[src/rtl/cmt_pkg.sv]
// Package: shared field positions, encodings and helpers for the
// compare-match timer channel. Assumes a 16-bit control field inside a
// 32-bit register word.
package cmt_pkg;

    localparam int DATA_W   = 32;
    localparam int PS_W     = 7;   // divider phase width, covers /128
    localparam int WORD_LSB = 2;   // byte address -> word index shift

    // control/status bit positions
    localparam int B_MATCH    = 15;
    localparam int B_OVF      = 14;
    localparam int B_CMPMODE  = 9;
    localparam int B_PERIODIC = 8;
    localparam int B_REQ_EN   = 7;
    localparam int B_REQ_LO   = 4;
    localparam int B_DBG_HOLD = 3;

    typedef enum logic [1:0] {
        REQ_NONE = 2'd0,
        REQ_DMA  = 2'd1,
        REQ_IRQ  = 2'd2,
        REQ_RSVD = 2'd3
    } req_kind_t;

    typedef enum logic [1:0] {
        W_CTRL    = 2'd0,
        W_COUNT   = 2'd1,
        W_COMPARE = 2'd2,
        W_NONE    = 2'd3
    } word_sel_t;

    localparam logic [2:0] SEL_DIV8   = 3'd4;
    localparam logic [2:0] SEL_DIV32  = 3'd5;
    localparam logic [2:0] SEL_DIV128 = 3'd6;
    localparam logic [2:0] SEL_DIV1   = 3'd7;

    // Divider terminal phase for a clock select code (ratio - 1).
    function automatic logic [PS_W-1:0] sel_limit(input logic [2:0] sel);
        case (sel)
            SEL_DIV8:   sel_limit = PS_W'(7);
            SEL_DIV32:  sel_limit = PS_W'(31);
            SEL_DIV128: sel_limit = PS_W'(127);
            default:    sel_limit = '0;
        endcase
    endfunction

    // Only the upper half of the select space drives a count clock.
    function automatic logic sel_valid(input logic [2:0] sel);
        sel_valid = sel[2];
    endfunction

endpackage

[src/rtl/cmt_prescaler.sv]
// Prescaler: turns the base tick enable into a count-clock enable at the
// selected ratio. Assumes tick_i is a one-cycle enable in the clk domain.
// Restart realigns the phase to zero (used on control writes).
module cmt_prescaler
    import cmt_pkg::*;
(
    input  logic       clk,
    input  logic       rst_n,
    input  logic       tick_i,
    input  logic [2:0] sel,
    input  logic       restart,
    output logic       cnt_en
);
    logic [PS_W-1:0] phase_q;
    logic [PS_W-1:0] limit;
    logic            sel_ok;

    // Purpose: decode the select code into a terminal phase.
    always_comb begin
        limit  = sel_limit(sel);
        sel_ok = sel_valid(sel);
    end

    assign cnt_en = tick_i && sel_ok && (phase_q == limit);

    // Purpose: advance the divider phase on each base tick.
    always_ff @(posedge clk) begin
        if (!rst_n)
            phase_q <= '0;
        else if (restart)
            phase_q <= '0;
        else if (tick_i && sel_ok)
            phase_q <= (phase_q == limit) ? '0 : phase_q + 1'b1;
    end

    // any divided ratio leaves at least one idle cycle between ticks
    assert_div_spacing_R3: assert property (@(posedge clk) disable iff (!rst_n)
        (cnt_en && sel != SEL_DIV1 && !restart) |=> !cnt_en);

endmodule

[src/rtl/cmt_cnt_sync.sv]
// Counter write synchroniser: holds a written counter value and releases
// it as a load on the SYNC_TICKS-th count tick after the write. Assumes
// the newest write replaces any pending one and restarts the wait.
module cmt_cnt_sync #(
    parameter int W          = 32,
    parameter int SYNC_TICKS = 2
) (
    input  logic         clk,
    input  logic         rst_n,
    input  logic         wr,
    input  logic [W-1:0] wdata,
    input  logic         cnt_en,
    output logic         load,
    output logic [W-1:0] load_val
);
    localparam int STG_W = $clog2(SYNC_TICKS + 1);

    logic             pend_q;
    logic [STG_W-1:0] stage_q;
    logic [W-1:0]     val_q;

    assign load     = pend_q && cnt_en && !wr && (stage_q == STG_W'(SYNC_TICKS - 1));
    assign load_val = val_q;

    // Purpose: capture writes and count count-ticks until release.
    always_ff @(posedge clk) begin
        if (!rst_n) begin
            pend_q  <= 1'b0;
            stage_q <= '0;
            val_q   <= '0;
        end else if (wr) begin
            pend_q  <= 1'b1;
            stage_q <= '0;
            val_q   <= wdata;
        end else if (pend_q && cnt_en) begin
            if (stage_q == STG_W'(SYNC_TICKS - 1))
                pend_q <= 1'b0;
            else
                stage_q <= stage_q + 1'b1;
        end
    end

    // a load is a single pulse
    assert_single_load_R9: assert property (@(posedge clk) disable iff (!rst_n)
        load |=> !load);

    generate
        if (SYNC_TICKS > 1) begin : g_latency_chk
            // never lands on the cycle right after a write
            assert_no_early_load_R9: assert property (@(posedge clk) disable iff (!rst_n)
                wr |=> !load);
        end
    endgenerate

endmodule

[src/rtl/cmt_counter.sv]
// Counter core: up-counter with compare detection, periodic clear and
// wrap detection. Assumes a pending load has priority over counting and
// suppresses flag events on its tick.
module cmt_counter #(
    parameter int W = 32
) (
    input  logic         clk,
    input  logic         rst_n,
    input  logic         cnt_en,
    input  logic         run,
    input  logic         periodic,
    input  logic [W-1:0] cmp,
    input  logic         load,
    input  logic [W-1:0] load_val,
    output logic [W-1:0] count,
    output logic         hit,
    output logic         wrap
);
    logic step;
    logic at_cmp;
    logic at_max;

    // Purpose: derive this cycle's advance and event strobes.
    always_comb begin
        step   = cnt_en && run && !load;
        at_cmp = (count == cmp);
        at_max = &count;
        hit    = step && at_cmp;
        wrap   = step && at_max;
    end

    // Purpose: load, clear on periodic match, or increment.
    always_ff @(posedge clk) begin
        if (!rst_n)
            count <= '0;
        else if (load)
            count <= load_val;
        else if (step)
            count <= (periodic && at_cmp) ? '0 : count + 1'b1;
    end

    // stopped and no pending load means the value holds
    assert_hold_R4: assert property (@(posedge clk) disable iff (!rst_n)
        (!run && !load) |=> $stable(count));

    // periodic match returns to zero
    assert_periodic_zero_R5: assert property (@(posedge clk) disable iff (!rst_n)
        (cnt_en && run && !load && periodic && count == cmp) |=> (count == '0));

endmodule

[src/rtl/cmt_ctrl_reg.sv]
// Control/status register: stores mode fields, keeps write-zero-to-clear
// match and overflow flags, and decodes the request outputs. Assumes a
// hardware set in the same cycle as a software clear wins.
module cmt_ctrl_reg
    import cmt_pkg::*;
(
    input  logic              clk,
    input  logic              rst_n,
    input  logic              wr,
    input  logic [DATA_W-1:0] wdata,
    input  logic              hit,
    input  logic              wrap,
    output logic [DATA_W-1:0] rdata,
    output logic              periodic,
    output logic [2:0]        sel,
    output logic              match_flag,
    output logic              irq,
    output logic              dma_req
);
    logic      cmpmode_q, periodic_q, req_en_q, dbg_hold_q;
    req_kind_t req_q;
    logic [2:0] sel_q;
    logic      match_q, ovf_q;
    logic      wdata_unused;

    assign wdata_unused = ^{wdata[31:16], wdata[13:10], wdata[6]};

    // Purpose: store the writable mode fields.
    always_ff @(posedge clk) begin
        if (!rst_n) begin
            cmpmode_q  <= 1'b0;
            periodic_q <= 1'b0;
            req_en_q   <= 1'b0;
            dbg_hold_q <= 1'b0;
            req_q      <= REQ_NONE;
            sel_q      <= '0;
        end else if (wr) begin
            cmpmode_q  <= wdata[B_CMPMODE];
            periodic_q <= wdata[B_PERIODIC];
            req_en_q   <= wdata[B_REQ_EN];
            dbg_hold_q <= wdata[B_DBG_HOLD];
            req_q      <= req_kind_t'(wdata[B_REQ_LO +: 2]);
            sel_q      <= wdata[2:0];
        end
    end

    // Purpose: flags set by events, cleared only by a written zero.
    always_ff @(posedge clk) begin
        if (!rst_n) begin
            match_q <= 1'b0;
            ovf_q   <= 1'b0;
        end else begin
            match_q <= hit  || (match_q && !(wr && !wdata[B_MATCH]));
            ovf_q   <= wrap || (ovf_q   && !(wr && !wdata[B_OVF]));
        end
    end

    // Purpose: assemble readback and the request outputs.
    always_comb begin
        rdata = '0;
        rdata[B_MATCH]          = match_q;
        rdata[B_OVF]            = ovf_q;
        rdata[B_CMPMODE]        = cmpmode_q;
        rdata[B_PERIODIC]       = periodic_q;
        rdata[B_REQ_EN]         = req_en_q;
        rdata[B_REQ_LO +: 2]    = req_q;
        rdata[B_DBG_HOLD]       = dbg_hold_q;
        rdata[2:0]              = sel_q;
        periodic   = periodic_q;
        sel        = sel_q;
        match_flag = match_q;
        irq        = match_q && req_en_q && (req_q == REQ_IRQ);
        dma_req    = match_q && req_en_q && (req_q == REQ_DMA);
    end

    // a hardware match event always leaves the flag set
    assert_set_wins_R8: assert property (@(posedge clk) disable iff (!rst_n)
        hit |=> match_q);

    // writing one to a set flag keeps it
    assert_w1_keeps_R8: assert property (@(posedge clk) disable iff (!rst_n)
        (wr && wdata[B_MATCH] && match_q) |=> match_q);

    // a wrap event sets the overflow flag
    assert_wrap_sets_ovf_R7: assert property (@(posedge clk) disable iff (!rst_n)
        wrap |=> ovf_q);

endmodule

[src/rtl/cmt_channel.sv]
// Top: one compare-match timer channel. Decodes the register port,
// holds the compare register and ties prescaler, write synchroniser,
// counter core and control register together. Assumes CNT_W <= 32 and
// byte addresses with word index in reg_addr[3:2].
module cmt_channel
    import cmt_pkg::*;
#(
    parameter int CNT_W      = 32,
    parameter int SYNC_TICKS = 2
) (
    input  logic        clk,
    input  logic        rst_n,
    input  logic [3:0]  reg_addr,
    input  logic        reg_we,
    input  logic [31:0] reg_wdata,
    output logic [31:0] reg_rdata,
    input  logic        start_i,
    input  logic        tick_i,
    output logic        irq_o,
    output logic        dma_req_o
);
    word_sel_t        word;
    logic             wr_ctrl, wr_count, wr_cmp;
    logic [CNT_W-1:0] cmp_q;
    logic [CNT_W-1:0] count;
    logic [DATA_W-1:0] ctrl_rd;
    logic             cnt_en, load, hit, wrap, periodic, match_flag;
    logic [CNT_W-1:0] load_val;
    logic [2:0]       sel;
    logic             addr_lsb_unused;

    assign addr_lsb_unused = ^reg_addr[WORD_LSB-1:0];

    // Purpose: decode the word select and the per-register write strobes.
    always_comb begin
        word     = word_sel_t'(reg_addr[WORD_LSB +: 2]);
        wr_ctrl  = reg_we && (word == W_CTRL);
        wr_count = reg_we && (word == W_COUNT);
        wr_cmp   = reg_we && (word == W_COMPARE);
    end

    // Purpose: compare register, written directly from the port.
    always_ff @(posedge clk) begin
        if (!rst_n)
            cmp_q <= '0;
        else if (wr_cmp)
            cmp_q <= reg_wdata[CNT_W-1:0];
    end

    // Purpose: read multiplexer.
    always_comb begin
        case (word)
            W_CTRL:    reg_rdata = ctrl_rd;
            W_COUNT:   reg_rdata = 32'(count);
            W_COMPARE: reg_rdata = 32'(cmp_q);
            default:   reg_rdata = '0;
        endcase
    end

    cmt_prescaler u_presc (
        .clk     (clk),
        .rst_n   (rst_n),
        .tick_i  (tick_i),
        .sel     (sel),
        .restart (wr_ctrl),
        .cnt_en  (cnt_en)
    );

    cmt_cnt_sync #(.W(CNT_W), .SYNC_TICKS(SYNC_TICKS)) u_sync (
        .clk      (clk),
        .rst_n    (rst_n),
        .wr       (wr_count),
        .wdata    (reg_wdata[CNT_W-1:0]),
        .cnt_en   (cnt_en),
        .load     (load),
        .load_val (load_val)
    );

    cmt_counter #(.W(CNT_W)) u_cnt (
        .clk      (clk),
        .rst_n    (rst_n),
        .cnt_en   (cnt_en),
        .run      (start_i),
        .periodic (periodic),
        .cmp      (cmp_q),
        .load     (load),
        .load_val (load_val),
        .count    (count),
        .hit      (hit),
        .wrap     (wrap)
    );

    cmt_ctrl_reg u_ctrl (
        .clk        (clk),
        .rst_n      (rst_n),
        .wr         (wr_ctrl),
        .wdata      (reg_wdata),
        .hit        (hit),
        .wrap       (wrap),
        .rdata      (ctrl_rd),
        .periodic   (periodic),
        .sel        (sel),
        .match_flag (match_flag),
        .irq        (irq_o),
        .dma_req    (dma_req_o)
    );

    // the match flag only rises after a count tick
    assert_flag_needs_tick_R5: assert property (@(posedge clk) disable iff (!rst_n)
        $rose(match_flag) |-> $past(cnt_en));

    // interrupt and DMA request are never both active
    assert_req_exclusive_R10: assert property (@(posedge clk) disable iff (!rst_n)
        !(irq_o && dma_req_o));

endmodule

[config.mk]
export PLATFORM = sky130hd
export DESIGN_NAME = cmt_channel
export DESIGN_NICKNAME = d
export VERILOG_FILES = /design/src/rtl/cmt_pkg.sv /design/src/rtl/cmt_prescaler.sv /design/src/rtl/cmt_cnt_sync.sv /design/src/rtl/cmt_counter.sv /design/src/rtl/cmt_ctrl_reg.sv /design/src/rtl/cmt_channel.sv
export SDC_FILE = /design/constraint.sdc
export NUM_CORES = 1
export LEC_CHECK = 0
export BUFFER_PORTS_ARGS = -buffer_cell sky130_fd_sc_hd__buf_2
export CAP_MARGIN = 20
export CORE_ASPECT_RATIO = 1.5
export CORE_UTILIZATION = 52
export CTS_BUF_LIST = sky130_fd_sc_hd__clkbuf_16
export DETAILED_ROUTE_END_ITERATION = 10
export GPL_ROUTABILITY_DRIVEN = 0
export PLACE_DENSITY = 0.76
export SETUP_SLACK_MARGIN = 0.5
export SLEW_MARGIN = 15
export SYNTH_ARGS = -nofsm -noshare
export SYNTH_HDL_FRONTEND = slang
export SYNTH_SLANG_ARGS = --single-unit
[constraint.sdc]
create_clock -name clk -period 2 [get_ports clk]
set_input_delay 0.4 -clock clk [delete_from_list [all_inputs] [get_ports clk]]
set_output_delay 0.4 -clock clk [all_outputs]
set_load 0.02 [all_outputs]
==> tab_implementation.tex <==
\begin{tabular}{lr}
\hline
Metric & Value \\
\hline
\multicolumn{2}{l}{\textbf{Setup path}} \\
Family of cells with the greatest summed delay on the critical path & simple AND/OR/NAND/NOR gates \\
Delay of the slowest cell on the worst path & 790 ps \\
Class of the most critical setup path & reg -> reg \\
Cell with the largest stage delay on the worst path & sky130\_fd\_sc\_hd\_\_nor3\_1 \\
Worst endpoint data arrival time & 2770 ps \\
Max FO, Critical Path & 6 \\
Cells along the critical path & nand2b\_1, mux2i\_2, buf\_4, o2111ai\_4, nor3\_1, a22oi\_2, nand3\_1 \\
Startpoint kind of the worst setup timing path & flip-flop \\
Critical path buffer and inverter count & 1 \\
CP Data Required Time & 2360 ps \\
Endpoint kind of the worst setup timing path & flip-flop \\
\multicolumn{2}{l}{\textbf{Yosys}} \\
Fraction of the yosys area taken by sequential cells & 0.3976 \\
Synthesized area & 5891 sq um \\
Arithmetic-cell share of the synthesized area counting full adders, half adders and majority gates & 0.006372 \\
Main combinational cell family by area after synthesis & simple AND/OR/NAND/NOR gates \\
Yosys cell types & 48 \\
Top\_reg\_cell synth & sky130\_fd\_sc\_hd\_\_dfxtp\_1 \\
Yosys warning count & 0 \\
Compound-Gate Fraction of Synth Area & 0.1997 \\
Number of standard cells after synthesis & 757 \\
Multiplexer area fraction after synthesis & 0.02400 \\
Area share of and/or/nand/nor cells after synthesis & 0.2330 \\
Syn nets & 801 \\
Area share of the largest cell type after synthesis & 0.3976 \\
Post-synthesis average cell area & 7.782 sq um \\
Yosys top cell by area & sky130\_fd\_sc\_hd\_\_dfxtp\_1 \\
Flip-flop and latch count after synthesis & 117 \\
Share of synthesized registers carrying an async set or reset & 0 \\
Cell with the most instances after synthesis & sky130\_fd\_sc\_hd\_\_nand2\_1 \\
Share of the synthesized netlist area taken by xor and xnor gates & 0.09367 \\
Most instantiated cells after synthesis & sky130\_fd\_sc\_hd\_\_nand2\_1, sky130\_fd\_sc\_hd\_\_dfxtp\_1, sky130\_fd\_sc\_hd\_\_a21oi\_1 \\
Top cells by area, synth & sky130\_fd\_sc\_hd\_\_dfxtp\_1, sky130\_fd\_sc\_hd\_\_nand2\_1, sky130\_fd\_sc\_hd\_\_a21oi\_1, sky130\_fd\_sc\_hd\_\_xnor2\_1, sky130\_fd\_sc\_hd\_\_a22oi\_1 \\
Number of enable-type register cells in the synthesized netlist & 0 \\
\multicolumn{2}{l}{\textbf{STA}} \\
Tcrit/Tclk final & 1.205 \\
Setup repair after global routing missed its margin & yes \\
Setup violation total in the final timing report & 36 \\
Hold WS & 213.0 ps \\
Maximum clock rate & 414.8 MHz \\
Worst slew margin relative to its limit & 0.3681 \\
Final number of hold-violating endpoints & 0 \\
Final Max Slew Viols & 0 \\
Slack of the critical path & -410.6 ps \\
Tightest Pin Transition & 940.7 ps \\
Final min period & 2411 ps \\
Fin Clk Skew & 12.25 ps \\
Setup TNS Final & -8214 ps \\
\multicolumn{2}{l}{\textbf{Global routing}} \\
Largest net degree at the start of global routing & 57 \\
Vias in the first global route & 7,410 \\
Wire length of the first global-routing pass & 40,500 um \\
Initial antenna violation count & 4 \\
GR Util All Layers & 0.4706 \\
Overflow left after global routing & 0 \\
\multicolumn{2}{l}{\textbf{Run status}} \\
Status & finished, violations left \\
Violations in the final reports & setup timing \\
\multicolumn{2}{l}{\textbf{Power}} \\
Worst vdd ir & 757.6 uV \\
Power density normalized to cell area & 652.4 nW/um\^{}2 \\
Leakage & 3.684 nW \\
\multicolumn{2}{l}{\textbf{Route}} \\
Antenna Violating Nets Remaining & 0 \\
Average vias per placed instance & 6.959 \\
Pre-antenna DRT Iters & 9 \\
Initial DRC Count & 1,137 \\
Number of remaining DRC errors & 0 \\
Detailed-route wire length & 29,850 um \\
Routed length per instance & 27.38 um \\
Via count & 7,585 \\
\multicolumn{2}{l}{\textbf{Clock network}} \\
CTS HTree Levels & 4 \\
Root Buffer Master & sky130\_fd\_sc\_hd\_\_clkbuf\_16 \\
Clock latency of the later-clocked register in the worst-skew pair & 440 ps \\
Clock sinks & 117 \\
Number of buffers created by CTS & 17 \\
CTS clock-pin slew for the worst setup and hold paths & 60 ps \\
Clock tree from TritonCTS & built \\
Max clock buf depth & 2 \\
\multicolumn{2}{l}{\textbf{Floorplan}} \\
Initial cell density of the core & 0.5328 \\
Width of the chip & 88.90 um \\
Vertical extent of the die & 132.4 um \\
Number of cell rows & 47 \\
I/O pin total & 75 \\
Floorplan core area & 11,060 sq um \\
Area enclosed by the die boundary & 11,770 sq um \\
\multicolumn{2}{l}{\textbf{Placement}} \\
Number of cells after detailed placement & 1,008 \\
Post-Place Setup Slack & -73.52 ps \\
Half-perimeter wire length after placement & 13,840 um \\
Count of port buffers added during placement & 72 \\
\multicolumn{2}{l}{\textbf{Layout}} \\
Share of layout cells above drive strength 1 & 0.4357 \\
Total Nets Final & 972 \\
Final cell count without fillers & 1,090 \\
Layout area overhead & 60.71\% \\
\multicolumn{2}{l}{\textbf{Worst hold path}} \\
Hold crit path type & in -> reg \\
\multicolumn{2}{l}{\textbf{Flow run}} \\
\# Max-Cap Violations & 0 \\
\hline
\end{tabular}
==> where the power goes <==
| part | internal (mW) | switching (mW) |
|---|---|---|
| clock network | 1.92 | 1.16 |
| registers | 2.38 | 0.0594 |
| logic | 0.279 | 0.388 |
==> final cells by class <==
type,instances,area [sq um]
well taps,147,183.9
diodes,2,5.005
repair buffers,216,2059
inverters,4,15.01
flip-flops and latches,117,2389
fillers,538,1589
clock buffers,17,425.4
multi-input cells,572,4243
clock inverters,15,146.4
==> cell usage in the layout (no fill, tap or decap), types with 4 or more instances in the layout <==
cell type / instances
sky130_fd_sc_hd__nand2_4: 12
sky130_fd_sc_hd__nor3_1: 7
sky130_fd_sc_hd__a22oi_2: 29
sky130_fd_sc_hd__and4_1: 4
sky130_fd_sc_hd__nand4_1: 19
sky130_fd_sc_hd__a21oi_2: 7
sky130_fd_sc_hd__and2_1: 5
sky130_fd_sc_hd__nand2b_1: 5
sky130_fd_sc_hd__buf_12: 11
sky130_fd_sc_hd__nand3_1: 17
sky130_fd_sc_hd__xor2_1: 15
sky130_fd_sc_hd__nand2_1: 173
sky130_fd_sc_hd__buf_4: 102
sky130_fd_sc_hd__clkinv_2: 4
sky130_fd_sc_hd__o21ai_4: 11
sky130_fd_sc_hd__a22o_4: 20
sky130_fd_sc_hd__inv_1: 6
sky130_fd_sc_hd__buf_16: 7
sky130_fd_sc_hd__nor2_2: 4
sky130_fd_sc_hd__o22ai_1: 9
sky130_fd_sc_hd__buf_6: 56
sky130_fd_sc_hd__dfxtp_4: 6
sky130_fd_sc_hd__xnor2_2: 8
sky130_fd_sc_hd__dfxtp_1: 92
sky130_fd_sc_hd__mux2i_2: 4
sky130_fd_sc_hd__clkbuf_16: 18
sky130_fd_sc_hd__nor2_1: 17
sky130_fd_sc_hd__and3_1: 6
sky130_fd_sc_hd__buf_2: 36
sky130_fd_sc_hd__mux2i_4: 6
sky130_fd_sc_hd__a21oi_1: 87
sky130_fd_sc_hd__nand2_2: 5
sky130_fd_sc_hd__dfxtp_2: 19
sky130_fd_sc_hd__xnor2_1: 38
==> path summary, 6_finish.rpt <==
kind	from	to	slack [ps]	cells after the start
worst max-delay path	u_ctrl.sel[0]	u_cnt.count[5]	-410	7
worst min register to register	u_sync.load_val[27]	u_sync.load_val[27]	470	2
worst min-delay path	reg_wdata[23]	u_sync.load_val[23]	210	3
worst max register to register	u_ctrl.sel[0]	u_cnt.count[5]	-410	7
==> worst min-delay path, stage by stage <==
cell and delay [ps]:
sky130_fd_sc_hd__buf_2 100, sky130_fd_sc_hd__nand2_1 50, sky130_fd_sc_hd__a21oi_1 50
==> flip-flops by register name, summed over array words and instances, names as in the netlist <==
register and count:
u_ctrl.match_flag 1, u_ctrl.req_en_q 1, u_ctrl.req_q 2, u_ctrl.ovf_q 1, u_presc.phase_q 7, u_sync.pend_q 1, u_ctrl.sel 3, u_sync.stage_q 2
u_ctrl.cmpmode_q 1, u_sync.load_val 32, cmp_q 32, u_ctrl.periodic 1, u_cnt.count 32, u_ctrl.dbg_hold_q 1
==> stage by stage <==
stage | total power [mW] | area [sq um] | util
floorplan | 2.757 | 6708 | -
global placement | 2.924 | 7527 | 0.6809
detailed placement | 2.941 | 7527 | 0.6809
CTS | 6.020 | 9056 | 0.8191
global route | 6.273 | 9467 | 0.8563
finish | 6.176 | 9467 | 0.8563
==> metal layers <==
layer / vias up / wire (um) / GRT usage
li1: 2991 / - / -
met1: 3469 / 9224 / 0.4728
met2: 776 / 13370 / 0.7256
met3: 349 / 3792 / 0.2066
met4: 0 / 3454 / 0.3996
met5: - / 0 / 0.009091
==> repair_timing <==
action                     4_1_cts  5_1_grt
hold buffers                     0        0
cloned                           7        1
pin swaps                       16       43
buffers inserted                19       21
setup endpoints to repair       78      112
gates resized for setup        167       52
==> cells by family after synthesis <==
kind of cell             after synthesis
XOR/XNOR                              63
buffers and inverters                 68
adder cells (fa/ha/maj)                3
flip-flops                           117
multiplexers                          14
AO/OA/AOI/OAI                        187
AND/OR/NAND/NOR                      305
No activity file was read; power rests on OpenSTA's default activity.
